==> src/rtl/pwm_lk_pkg.sv <==
package pwm_lk_pkg;
    localparam logic [3:0] OFS_COUNT  = 4'h0;
    localparam logic [3:0] OFS_PERIOD = 4'h4;
    localparam logic [3:0] OFS_DUTY   = 4'h8;
    localparam logic [3:0] OFS_CTRL   = 4'hC;

    localparam int CTRL_W     = 9;
    localparam int B_ENABLE   = 0;
    localparam int B_CONT     = 1;
    localparam int B_DUTY_LVL = 3;
    localparam int B_IDLE_LVL = 4;
    localparam int B_LOCK     = 6;
    localparam logic [CTRL_W-1:0] CTRL_KEEP = 9'h17B;

    typedef struct packed {
        logic duty_lvl;
        logic idle_lvl;
    } levels_t;
endpackage

==> src/rtl/pwm_lk_regs.sv <==
module pwm_lk_regs
    import pwm_lk_pkg::*;
#(
    parameter int DW = 32
) (
    input  logic              clk,
    input  logic              rst_n,
    input  logic [3:0]        bus_addr,
    input  logic              bus_wr,
    input  logic [DW-1:0]     bus_wdata,
    input  logic [DW-1:0]     count,
    output logic [DW-1:0]     bus_rdata,
    output logic [DW-1:0]     sh_period,
    output logic [DW-1:0]     sh_duty,
    output levels_t           sh_levels,
    output logic              run,
    output logic              lock
);
    typedef struct packed {
        logic [DW-1:0]     period;
        logic [DW-1:0]     duty;
        logic [CTRL_W-1:0] ctrl;
    } regs_t;

    regs_t r_d, r_q;

    always_comb begin
        r_d = r_q;
        if (bus_wr) begin
            unique case (bus_addr)
                OFS_PERIOD: r_d.period = bus_wdata;
                OFS_DUTY:   r_d.duty   = bus_wdata;
                OFS_CTRL:   r_d.ctrl   = bus_wdata[CTRL_W-1:0] & CTRL_KEEP;
                default:    r_d = r_q;
            endcase
        end
    end

    always_ff @(posedge clk or negedge rst_n) begin
        if (!rst_n) r_q <= '0;
        else        r_q <= r_d;
    end

    always_comb begin
        unique case (bus_addr)
            OFS_COUNT:  bus_rdata = count;
            OFS_PERIOD: bus_rdata = r_q.period;
            OFS_DUTY:   bus_rdata = r_q.duty;
            OFS_CTRL:   bus_rdata = {{(DW-CTRL_W){1'b0}}, r_q.ctrl};
            default:    bus_rdata = '0;
        endcase
    end

    assign sh_period          = r_q.period;
    assign sh_duty            = r_q.duty;
    assign sh_levels.duty_lvl = r_q.ctrl[B_DUTY_LVL];
    assign sh_levels.idle_lvl = r_q.ctrl[B_IDLE_LVL];
    assign run                = r_q.ctrl[B_ENABLE] & r_q.ctrl[B_CONT];
    assign lock               = r_q.ctrl[B_LOCK];


    period_store_chk: assert property (@(posedge clk) disable iff (!rst_n)
        (bus_wr && bus_addr == OFS_PERIOD) |=> (sh_period == $past(bus_wdata)));

    ctrl_unused_chk: assert property (@(posedge clk) disable iff (!rst_n)
        (bus_addr == OFS_CTRL) |-> (bus_rdata[DW-1:CTRL_W] == '0 && bus_rdata[2] == 1'b0 && bus_rdata[7] == 1'b0));
endmodule

==> src/rtl/pwm_lk_core.sv <==
module pwm_lk_core
    import pwm_lk_pkg::*;
#(
    parameter int DW = 32
) (
    input  logic          clk,
    input  logic          rst_n,
    input  logic          run,
    input  logic          lock,
    input  logic [DW-1:0] sh_period,
    input  logic [DW-1:0] sh_duty,
    input  levels_t       sh_levels,
    output logic [DW-1:0] count,
    output logic          pwm_out
);
    localparam int CW = DW + 1;

    typedef struct packed {
        logic [DW-1:0] cnt;
        logic [DW-1:0] period;
        logic [DW-1:0] duty;
        levels_t       lvl;
    } core_t;

    core_t c_d, c_q;
    logic  wrap;

    assign wrap = ({1'b0, c_q.cnt} + CW'(1)) >= {1'b0, c_q.period};

    always_comb begin
        c_d = c_q;
        if (!run || wrap) begin
            c_d.cnt = '0;
            if (!lock) begin
                c_d.period = sh_period;
                c_d.duty   = sh_duty;
                c_d.lvl    = sh_levels;
            end
        end else begin
            c_d.cnt = c_q.cnt + DW'(1);
        end
    end

    always_ff @(posedge clk or negedge rst_n) begin
        if (!rst_n) c_q <= '0;
        else        c_q <= c_d;
    end

    assign count = c_q.cnt;

    always_comb begin
        if (!run)                   pwm_out = sh_levels.idle_lvl;
        else if (c_q.cnt < c_q.duty) pwm_out = c_q.lvl.duty_lvl;
        else                        pwm_out = c_q.lvl.idle_lvl;
    end


    stop_clear_chk: assert property (@(posedge clk) disable iff (!rst_n)
        !run |=> (count == '0));

    cnt_range_chk: assert property (@(posedge clk) disable iff (!rst_n)
        (count == '0) || (count < c_q.period));

    lock_freeze_chk: assert property (@(posedge clk) disable iff (!rst_n)
        lock |=> ($stable(c_q.period) && $stable(c_q.duty) && $stable(c_q.lvl)));

    mid_period_chk: assert property (@(posedge clk) disable iff (!rst_n)
        (run && !wrap) |=> ($stable(c_q.period) && $stable(c_q.duty) && $stable(c_q.lvl)));
endmodule

==> src/rtl/pwm_lockable.sv <==
module pwm_lockable
    import pwm_lk_pkg::*;
#(
    parameter int DW = 32
) (
    input  logic          clk,
    input  logic          rst_n,
    input  logic [3:0]    bus_addr,
    input  logic          bus_wr,
    input  logic [DW-1:0] bus_wdata,
    output logic [DW-1:0] bus_rdata,
    output logic          pwm_out
);
    logic [DW-1:0] count, sh_period, sh_duty;
    levels_t       sh_levels;
    logic          run, lock;

    pwm_lk_regs #(.DW(DW)) i_regs (
        .clk(clk), .rst_n(rst_n), .bus_addr(bus_addr), .bus_wr(bus_wr),
        .bus_wdata(bus_wdata), .count(count), .bus_rdata(bus_rdata),
        .sh_period(sh_period), .sh_duty(sh_duty), .sh_levels(sh_levels),
        .run(run), .lock(lock)
    );

    pwm_lk_core #(.DW(DW)) i_core (
        .clk(clk), .rst_n(rst_n), .run(run), .lock(lock),
        .sh_period(sh_period), .sh_duty(sh_duty), .sh_levels(sh_levels),
        .count(count), .pwm_out(pwm_out)
    );


    reset_out_chk: assert property (@(posedge clk) disable iff (!rst_n)
        $rose(rst_n) |-> (pwm_out == 1'b0));
endmodule

==> config.mk <==
export PLATFORM = sky130hd
export DESIGN_NAME = pwm_lockable
export DESIGN_NICKNAME = d
export VERILOG_FILES = /design/src/rtl/pwm_lk_pkg.sv /design/src/rtl/pwm_lk_regs.sv /design/src/rtl/pwm_lk_core.sv /design/src/rtl/pwm_lockable.sv
export SDC_FILE = /design/constraint.sdc
export NUM_CORES = 1
export LEC_CHECK = 0
export ABC_CLOCK_PERIOD_IN_PS = 5050
export CORE_ASPECT_RATIO = 1.1
export CORE_MARGIN = 1.5
export CORE_UTILIZATION = 40
export DETAILED_ROUTE_END_ITERATION = 8
export DONT_BUFFER_PORTS = 1
export PLACE_DENSITY = 0.54
export SLEW_MARGIN = 20
export SYNTH_ARGS = -nofsm -noshare
export SYNTH_HDL_FRONTEND = slang
export SYNTH_SLANG_ARGS = --single-unit
export TNS_END_PERCENT = 1
==> constraint.sdc <==
create_clock -name clk -period 5.05 [get_ports clk]
set_input_delay 0.2525 -clock clk [delete_from_list [all_inputs] [get_ports clk]]
set_output_delay 0.2525 -clock clk [all_outputs]
set_load 0.05 [all_outputs]
# After elaboration in Yosys (flattened, before gate mapping)
# Cells that the tools add are included.
[classes]
add_sub_neg = 2
n_mul = 0
div = 0
n_lt_le_gt_ge = 2
eq_ne = 3
shifts = 0
n_mux = 4
n_bitwise = 2
n_reduce_logical = 7
[op_table]
columns = ["op", "n"]
rows = [
  ["32-bit one-hot mux with 4 select lines", 1],
  ["32-bit by 1-bit adder with 33-bit output (second input constant)", 1],
  ["33-bit by 32-bit >= comparator with 1-bit output", 1],
  ["32-bit by 1-bit adder with 32-bit output (second input constant)", 1],
  ["32-bit less-than comparator", 1],
  ["32-bit two-way mux", 1],
  ["4-bit == test (second input constant)", 2],
  ["2-bit AND reduction", 4],
  ["4-bit by 3-bit == test with 1-bit output (second input constant)", 1],
  ["4-bit logical NOT", 1],
  ["1-bit two-way mux", 2],
  ["1-bit bitwise AND", 1],
  ["1-bit logical NOT", 1],
  ["1-bit logical OR", 1],
  ["1-bit inverter", 1],
]
[totals]
ff_bits = 169
latch_bits = 0
mem_bits_rw = 0
mem_bits_ro = 0
in_bits = 39
output_inout_bits = 33
word_cells = 28
memories = 0

# Longest topological paths before layout
# Gate-level depths: netlist (run 1).
[logic_depth]
ltp_word = 4
mapped_depth = 16
depth_no_buf = 13

# Hierarchy
# Synthesis (run 1) repeated with hierarchy kept, for this count alone.
[hier_totals]
hier_cells = 953
hier_area_um2 = 10381.2
[by_module_without_submodules]
columns = ["mod", "n_inst", "cells_per_inst", "area_per_inst_um2", "seq_area_each_um2"]
rows = [
  ["pwm_lk_core", 1, 599, 6182.2, 2452.4],
  ["pwm_lk_regs", 1, 354, 4199.0, 1776.7],
]

# Worst setup path after synthesis (run 1)
# OpenSTA, ideal clock, no wires.
[synth_path]
path_kind = "flip-flop to flip-flop"
start = "register i_core.c_q (netlist bit i_core.count[0])"
end = "register i_core.c_q[19] (netlist bit)"
setup_ps = 128
arrival_ps = 3471
t_required_ps = 4922
setup_slack_ps = 1452
stages_incl_launch_ff = 17
path_buffers = 3
synth_period_minus_slack_ps = 3598
cell_sequence = "dfrtp_1 -> ha_1 -> and3_1 -> buf_2 -> nand4_4 -> nor3_1 -> nand3_1 -> xnor2_1 -> ha_1 -> nand4_1 -> nor2_1 -> a221oi_1 -> a31oi_1 -> o31ai_2 -> buf_6 -> buf_6 -> mux2_1"
[synth_via]
elab_chain_len = 4
[synth_rtl]
columns = ["item", "line", "source"]
rows = [
  ["start, declared", "pwm_lk_core.sv:25", "core_t c_d, c_q;"],
  ["start signal, assigned", "pwm_lk_core.sv:45", "if (!rst_n) c_q <= '0;"],
  ["start signal, assigned", "pwm_lk_core.sv:46", "else c_q <= c_d;"],
  ["32-bit by 1-bit adder with 33-bit output", "pwm_lk_core.sv:28", "assign wrap = ({1'b0, c_q.cnt} + CW'(1)) >= {1'b0, c_q.period};"],
  ["33-bit by 32-bit >= comparator with 1-bit output", "pwm_lk_core.sv:28", ""],
  ["1-bit logical OR", "pwm_lk_core.sv:32", "if (!run || wrap) begin"],
  ["2-bit AND reduction (no line)", "--", ""],
]
# No other way between the ends.
# A chain may end at the register's enable or synchronous reset.

==> results of run 1 <==
==> metal layers <==
metal	vias up	wire length, µm	part of all wire [%]	GRT usage [%]
li1	2756	-	-	-
met1	2975	9310	45	24.3
met3	16	789	3.8	3.94
met2	117	10500	50	31.8
met4	0	204	0.98	4.78
met5	-	0	0	0
==> logic make-up (layout without fill, tap and decap cells) <==
group	count (synthesis)	count (layout)	synth area share, %
flip-flops	169	169	47.0
multiplexers	137	137	18.7
AND/OR/NAND/NOR	135	135	8.76
buffers and inverters	125	170	5.73
AO/OA/AOI/OAI	91	91	8.01
adder cells (fa/ha/maj)	64	64	8.90
XOR/XNOR	30	30	2.92
==> cells in the mapped netlist (all sizes together) <==
cell type,count
nand2b,3
nand3,13
clkbuf,13
dfrtp,169
o31ai,1
nand3b,1
a31oi,2
a22oi,1
xor2,9
a221oi,2
nor2b,31
ha,64
nor4b,2
and2,1
a2111oi,1
and3,7
or3,2
a22o,7
o41ai,1
a222oi,25
inv,95
o211ai,2
o21ai,10
and4,5
xnor2,21
nor4,4
buf,17
nand2,21
o311a,2
a221o,8
a21oi,19
nor2,14
nor4bb,1
nor3,7
nand4,23
a21o,6
mux2,137
a211oi,4
==> how the worst max path moves through the flow <==
stage | from | to | depth (start not counted)
4_1_cts | i_core.count[0] | i_core.count[2] | 14
3_3_place_gp | i_core.count[0] | i_core.count[29] | 14
2_1_floorplan | i_core.count[0] | i_core.c_q[19] | 16
6_report | i_core.count[0] | i_core.count[7] | 14
5_1_grt | i_core.count[0] | i_core.count[7] | 14
3_5_place_dp | i_core.count[0] | i_core.count[2] | 14
==> critical path, stage by stage, from the launching register on <==
cell and delay [ns]:
dfrtp_1 0.48, ha_1 0.23, and3_1 0.33, nand4_4 0.17, nor3_1 0.52, nand3_1 0.21, xnor2_1 0.18, ha_1 0.33
nand4_1 0.17, nor4_1 0.39, nand3_1 0.12, a31oi_1 0.35, or3_1 0.57, buf_4 0.34, nor2b_1 0.08
==> sequential cells by signal, summed over array words and instances, names as in the netlist <==
signal            count
i_regs.sh_levels      2
i_regs.sh_period     32
i_regs.r_q            4
i_regs.sh_duty       32
i_core.count         32
i_core.c_q           66
i_regs.lock           1
==> stage by stage <==
stage | worst slack [ns] | hold slack, ns | std cells | utilization [%] | area, µm²
2_1_floorplan | 1.45 | -0.0431 | 751 | - | 8990
3_3_place_gp | 0.773 | -0.0338 | 1025 | 42.1 | 9320
3_5_place_dp | 0.497 | -0.0336 | 1026 | 42.2 | 9330
4_1_cts | 0.482 | 0.377 | 1091 | 46.4 | 10300
5_1_grt | 0.0778 | 0.401 | 1091 | 46.4 | 10300
6_report | 0.435 | 0.360 | 1091 | 46.4 | 10300
==> final cells by class <==
class / count / share of cell area [%]
clock buffers: 23 / 4.66
flip-flops and latches: 169 / 41.2
inverters: 95 / 3.48
multi-input cells: 457 / 41.8
repair buffers: 44 / 4.34
clock inverters: 8 / 0.927
well taps: 295 / 3.60
==> power breakdown <==
| part | leakage, nW | internal (W) | switching (W) | total [W] |
|---|---|---|---|---|
| registers | 2.13 | 0.00175 | 0.000261 | 0.00202 |
| logic | 2.60 | 0.000656 | 0.000620 | 0.00128 |
| clock network | 0.279 | 0.000761 | 0.000517 | 0.00128 |
| total | 5.01 | 0.00317 | 0.00140 | 0.00457 |
==> key figures, run 1 <==
Status
  • Status: finished, final reports clean

Yosys
  • Synth top area share: 47.0%
  • Distinct cells, synth: 46
  • Syn Inst Count: 751
  • Post-synthesis sequential area ratio: 47.0%
  • Area leader, netlist: dfrtp_1
  • #FFs+latches synth: 169
  • Mapped cell area: 8990 µm²
  • Avg Cell Area, Syn: 12.0 µm²
  • Synth area leaders: dfrtp_1 47%, mux2_2 12%, ha_1 8.9%
  • Syn_nets: 854
  • Yosys warning count: 0

Floorplan
  • Die width: 146 µm
  • IO Count: 72
  • Site row count: 57
  • Initial Utilization: 40.7%
  • Core area: 22100 µm²
  • Die Span Y: 160 µm
  • Die area: 23400 µm²

Drt
  • Drc violations: 0
  • Routed len/inst: 19.0 µm
  • Pre-antenna DRT Iters: 6
  • Via count: 5864
  • Routed wire length: 20800 µm
  • Antenna-violating nets left: 0
  • Initial DRC Count: 398
  • Post-DR vias/cell: 5.37

GRT
  • Vias in the first global route: 6247
  • Gr usage total: 18.7%
  • First-pass GRT wire length: 34300 µm
  • Initial antenna violation count: 0
  • Largest net degree at the start of global routing: 170
  • Grt total ovfl: 0

Place
  • RD Place Congestion: 0.843
  • Hpwl dp: 14400 µm
  • Port bufs: 0

Clocking
  • Clock transition at path regs: 0.06 ns
  • CTS H-Tree Depth: 4
  • Insertion delay to the later sink of the worst-skew pair: 0.43 ns
  • CTS tree: built
  • CTS Sinks: 169
  • Post-CTS setup buffer count: 0
  • CTS Buf Count: 17
  • Max clock buf depth: 2
  • Post-cts sizing count: 0
  • CTS root buf: clkbuf_16
  • CTS Hold Bufs: 34

Timing
  • Clock Skews: 0.0128 ns
  • RSZ-0062 raised after global routing: false
  • Final setup vio count: 0
  • Slew @ Worst Pin: 1.10 ns
  • Fin crit share: 91.4%
  • Fin. max-slew vios: 0
  • Period minus WS final: 4.62 ns
  • Fmax: 0.217 GHz
  • Final hold violations: 0
  • Setup TNS: 0 ns
  • Relative slew margins: 26.9%

Critical path
  • CP Data Required Time: 5.35 ns
  • CP arrival: 4.92 ns
  • CP Launch Type: flop
  • R2R Path End: i_core.count[7]
  • Crit Path Max Fanout: 17
  • Reg2reg path depth: 14
  • RR Startpoint: i_core.count[0]
  • Flop2flop setup slack: 0.43 ns
  • Setup crit end kind: flop
  • Critical path type: flop to flop

Job
  • Maximum Capacitance Violations: 0

Finish
  • Antenna Cells: 0
  • Multi-input gate area: 4280 µm²
  • Commonest cells after routing, fill and taps aside: 169 x dfrtp_1, 97 x mux2_2, 95 x inv_1, 64 x ha_1, 36 x mux2_4
  • Area grow syn2layout: 14.0%
  • FF+latch area: 4230 µm²
  • Number of fill cells: 2080
  • Layout cells sized above 1: 22.5%
  • Commonest non-fill, non-tap cell in the layout: dfrtp_1
  • # nets final: 887

Hold path
  • Hold Crit Depth: 2
  • Min-Delay Endpoint: i_regs.r_q[8]
  • Hold Path Class: input pin to flop
  • Hold Path Origin: bus_wr

Power
  • Total power per unit cell area: 446 nW/µm²
  • Max VDD drop: 0.243 mV
  • Static leakage: 5.01 nW
  • Pwr Total: 0.00457 W
Note: power is estimated with default switching activity, not from simulation.
==> inputs of run 2 (changes only) <==
--- a/config.mk
+++ b/config.mk
@@ -8,10 +8,10 @@
 export ABC_CLOCK_PERIOD_IN_PS = 5050
 export CORE_ASPECT_RATIO = 1.1
 export CORE_MARGIN = 1.5
-export CORE_UTILIZATION = 40
+export CORE_UTILIZATION = 50
 export DETAILED_ROUTE_END_ITERATION = 8
 export DONT_BUFFER_PORTS = 1
-export PLACE_DENSITY = 0.54
+export PLACE_DENSITY = 0.65
 export SLEW_MARGIN = 20
 export SYNTH_ARGS = -nofsm -noshare
 export SYNTH_HDL_FRONTEND = slang
==> run 2 against run 1 <==
  * Wire length shrank 6.2%
  * Via count is 0.20% higher
  * Clock power fell by 5%
  * Design area shrank 1.1%
  * Global-route usage rose by 3.8 points
==> key figures, run 2 (same netlist as run 1, synthesis figures left out) <==
Place
  • Port bufs: 0 (unchanged)
  • RD Place Congestion: 0.839 (-0.52%)
  • Worst slack, placed: 0.700 ns (+0.203 ns)
  • Hpwl dp: 13500 µm (-6.0%)

Critical path
  • CP arrival: 4.63 ns (-0.29 ns)
  • Reg2reg path depth: 14 (unchanged)
  • Critical path type: flop to flop
  • Crit Path Max Fanout: 35 (+18)
  • Crit path buffers/inverters: 1 (unchanged)
  • Slowest Stage Delay on Critical Path: 0.55 ns (-0.02 ns)
  • RR Startpoint: i_core.count[0]
  • CP Launch Type: flop
  • Most used cell, CP: ha_1
  • Flop2flop setup slack: 0.73 ns (+0.29 ns)
  • CP delay by family, top: simple AND/OR/NAND/NOR gates
  • CP Data Required Time: 5.36 ns (about the same)
  • Setup crit end kind: flop
  • Crit-path slowest cell: buf_4
  • CP Cell Sequence: ha_1 > and3_1 > nand4_4 > nor3_1 > nand3_1 > xnor2_1 > ha_1 > nand4_1 > nor2_1 > a221oi_1 > a31oi_1 > o31ai_4 > buf_4 > mux2_2
  • R2R Path End: i_core.c_q[35]

Finish
  • Commonest non-fill, non-tap cell in the layout: dfrtp_1
  • Largest reg by FF count: i_core.c_q
  • Commonest cells after routing, fill and taps aside: 169 x dfrtp_1, 97 x mux2_2, 95 x inv_1, 64 x ha_1, 36 x mux2_4
  • # nets final: 886 (-0.11%)
  • Area grow syn2layout: 12.7%
  • Finished Core Util: 57.4% (+11 points)
  • Layout cells sized above 1: 22.5% (+0.028 points)
  • Max FFs per register: 66 (unchanged)
  • Antenna Cells: 0 (unchanged)

Floorplan
  • Die Span Y: 144 µm (-10%)
  • Die width: 131 µm (-10%)
  • Core area: 17700 µm² (-20%)
  • Initial Utilization: 50.9% (+10 points)
  • Site row count: 51 (-11%)
  • Die area: 18800 µm² (-20%)
  • IO Count: 72 (unchanged)

GRT
  • Largest net degree at the start of global routing: 170 (unchanged)
  • Gr usage total: 22.5% (+3.8 points)
  • Initial antenna violation count: 0 (unchanged)
  • Vias in the first global route: 6291 (+0.70%)
  • First-pass GRT wire length: 32400 µm (-5.5%)
  • Grt total ovfl: 0 (unchanged)

Status
  • Status: finished, final reports clean

Drt
  • Drc violations: 0 (unchanged)
  • Antenna-violating nets left: 0 (unchanged)
  • Pre-antenna DRT Iters: 7 (+1)
  • Via count: 5876 (+0.20%)
  • Post-DR vias/cell: 5.69 (+5.8%)
  • Routed wire length: 19500 µm (-6.2%)
  • Routed len/inst: 18.9 µm (-0.89%)
  • Initial DRC Count: 376 (-5.5%)

Power
  • Static leakage: 4.98 nW (-0.61%)
  • Total power per unit cell area: 443 nW/µm² (-0.54%)
  • Pwr Total: 0.00449 W (-1.7%)
  • Max VDD drop: 0.299 mV (+23%)

Clocking
  • CTS Buf Count: 17 (unchanged)
  • CTS H-Tree Depth: 4 (unchanged)
  • CTS Sinks: 169 (unchanged)
  • Insertion delay to the later sink of the worst-skew pair: 0.42 ns (about the same)
  • Max clock buf depth: 2 (unchanged)
  • CTS root buf: clkbuf_16
  • Clock transition at path regs: 0.06 ns (about the same)
  • CTS tree: built

Timing
  • Final setup vio count: 0 (unchanged)
  • Relative slew margins: 28.1% (+1.1 points)
  • Slew @ Worst Pin: 1.08 ns (-0.0170 ns)
  • Final hold violations: 0 (unchanged)
  • Clock Skews: 0.00697 ns (-0.00580 ns)
  • Fmax: 0.231 GHz (+6.7%)
  • Setup TNS: 0 ns (unchanged)
  • Final setup margin: 0.726 ns (+0.291 ns)
  • RSZ-0062 raised after global routing: false
  • Period minus WS final: 4.32 ns (-0.291 ns)
  • Fin crit share: 85.6% (-5.8 points)
  • Fin. max-slew vios: 0 (unchanged)

Hold path
  • Hold Path Class: input pin to flop
  • Hold Crit Depth: 2 (unchanged)
  • Hold Path Origin: bus_wr
  • Min-Delay Endpoint: i_regs.r_q[8]

Job
  • Maximum Capacitance Violations: 0 (unchanged)
run 2: worst max-delay path by stage:
stage                                from              to  slack, ns  depth (start not counted)
final                     i_core.count[0]  i_core.c_q[35]       0.73                         14
after CTS                 i_core.count[0]  i_core.c_q[35]       0.67                         14
after global routing      i_core.count[0]  i_core.c_q[34]       0.35                         14
after floorplan           i_core.count[0]  i_core.c_q[19]       1.45                         16
after detailed placement  i_core.count[0]  i_core.c_q[41]       0.70                         14
after global placement    i_core.count[0]  i_core.c_q[39]       0.89                         14
run 2: what timing repair did:
item,in CTS,in global routing
hold endpoints to repair,240,0
resized for setup,0,0
hold buffers,34,0
buffers inserted,0,0
run 2: power by group:
group	leakage, nW	switching [W]	internal (W)	total, W
registers	2.13	0.000265	0.00175	0.00202
logic	2.59	0.000613	0.000651	0.00126
clock network	0.258	0.000523	0.000687	0.00121
total	4.98	0.00140	0.00309	0.00449
run 2: cell type report:
| cell class | count | area [µm²] |
|---|---|---|
| clock inverters | 11 | 101 |
| clock buffers | 20 | 447 |
| well taps | 238 | 298 |
| repair buffers | 43 | 425 |
| multi-input cells | 457 | 4280 |
| flip-flops and latches | 169 | 4230 |
| fillers | 1476 | 7540 |
| inverters | 95 | 357 |
run 2: stage by stage:
| stage | instance area (µm²) | instances | hold slack (ns) |
|---|---|---|---|
| floorplan | 8990 | 751 | -0.0431 |
| global placement | 9230 | 968 | -0.0332 |
| detailed placement | 9230 | 968 | -0.0334 |
| CTS | 10100 | 1033 | 0.346 |
| global route | 10100 | 1033 | 0.361 |
| finish | 10100 | 1033 | 0.366 |
run 2: per-layer routing:
metal	share of wire, %	GRT usage (%)	vias to the layer above
met3	3.7	4.88	21
met2	49	38.1	107
met5	0	0	-
met1	46	29.2	2983
met4	1.3	6.19	0
li1	-	-	2765
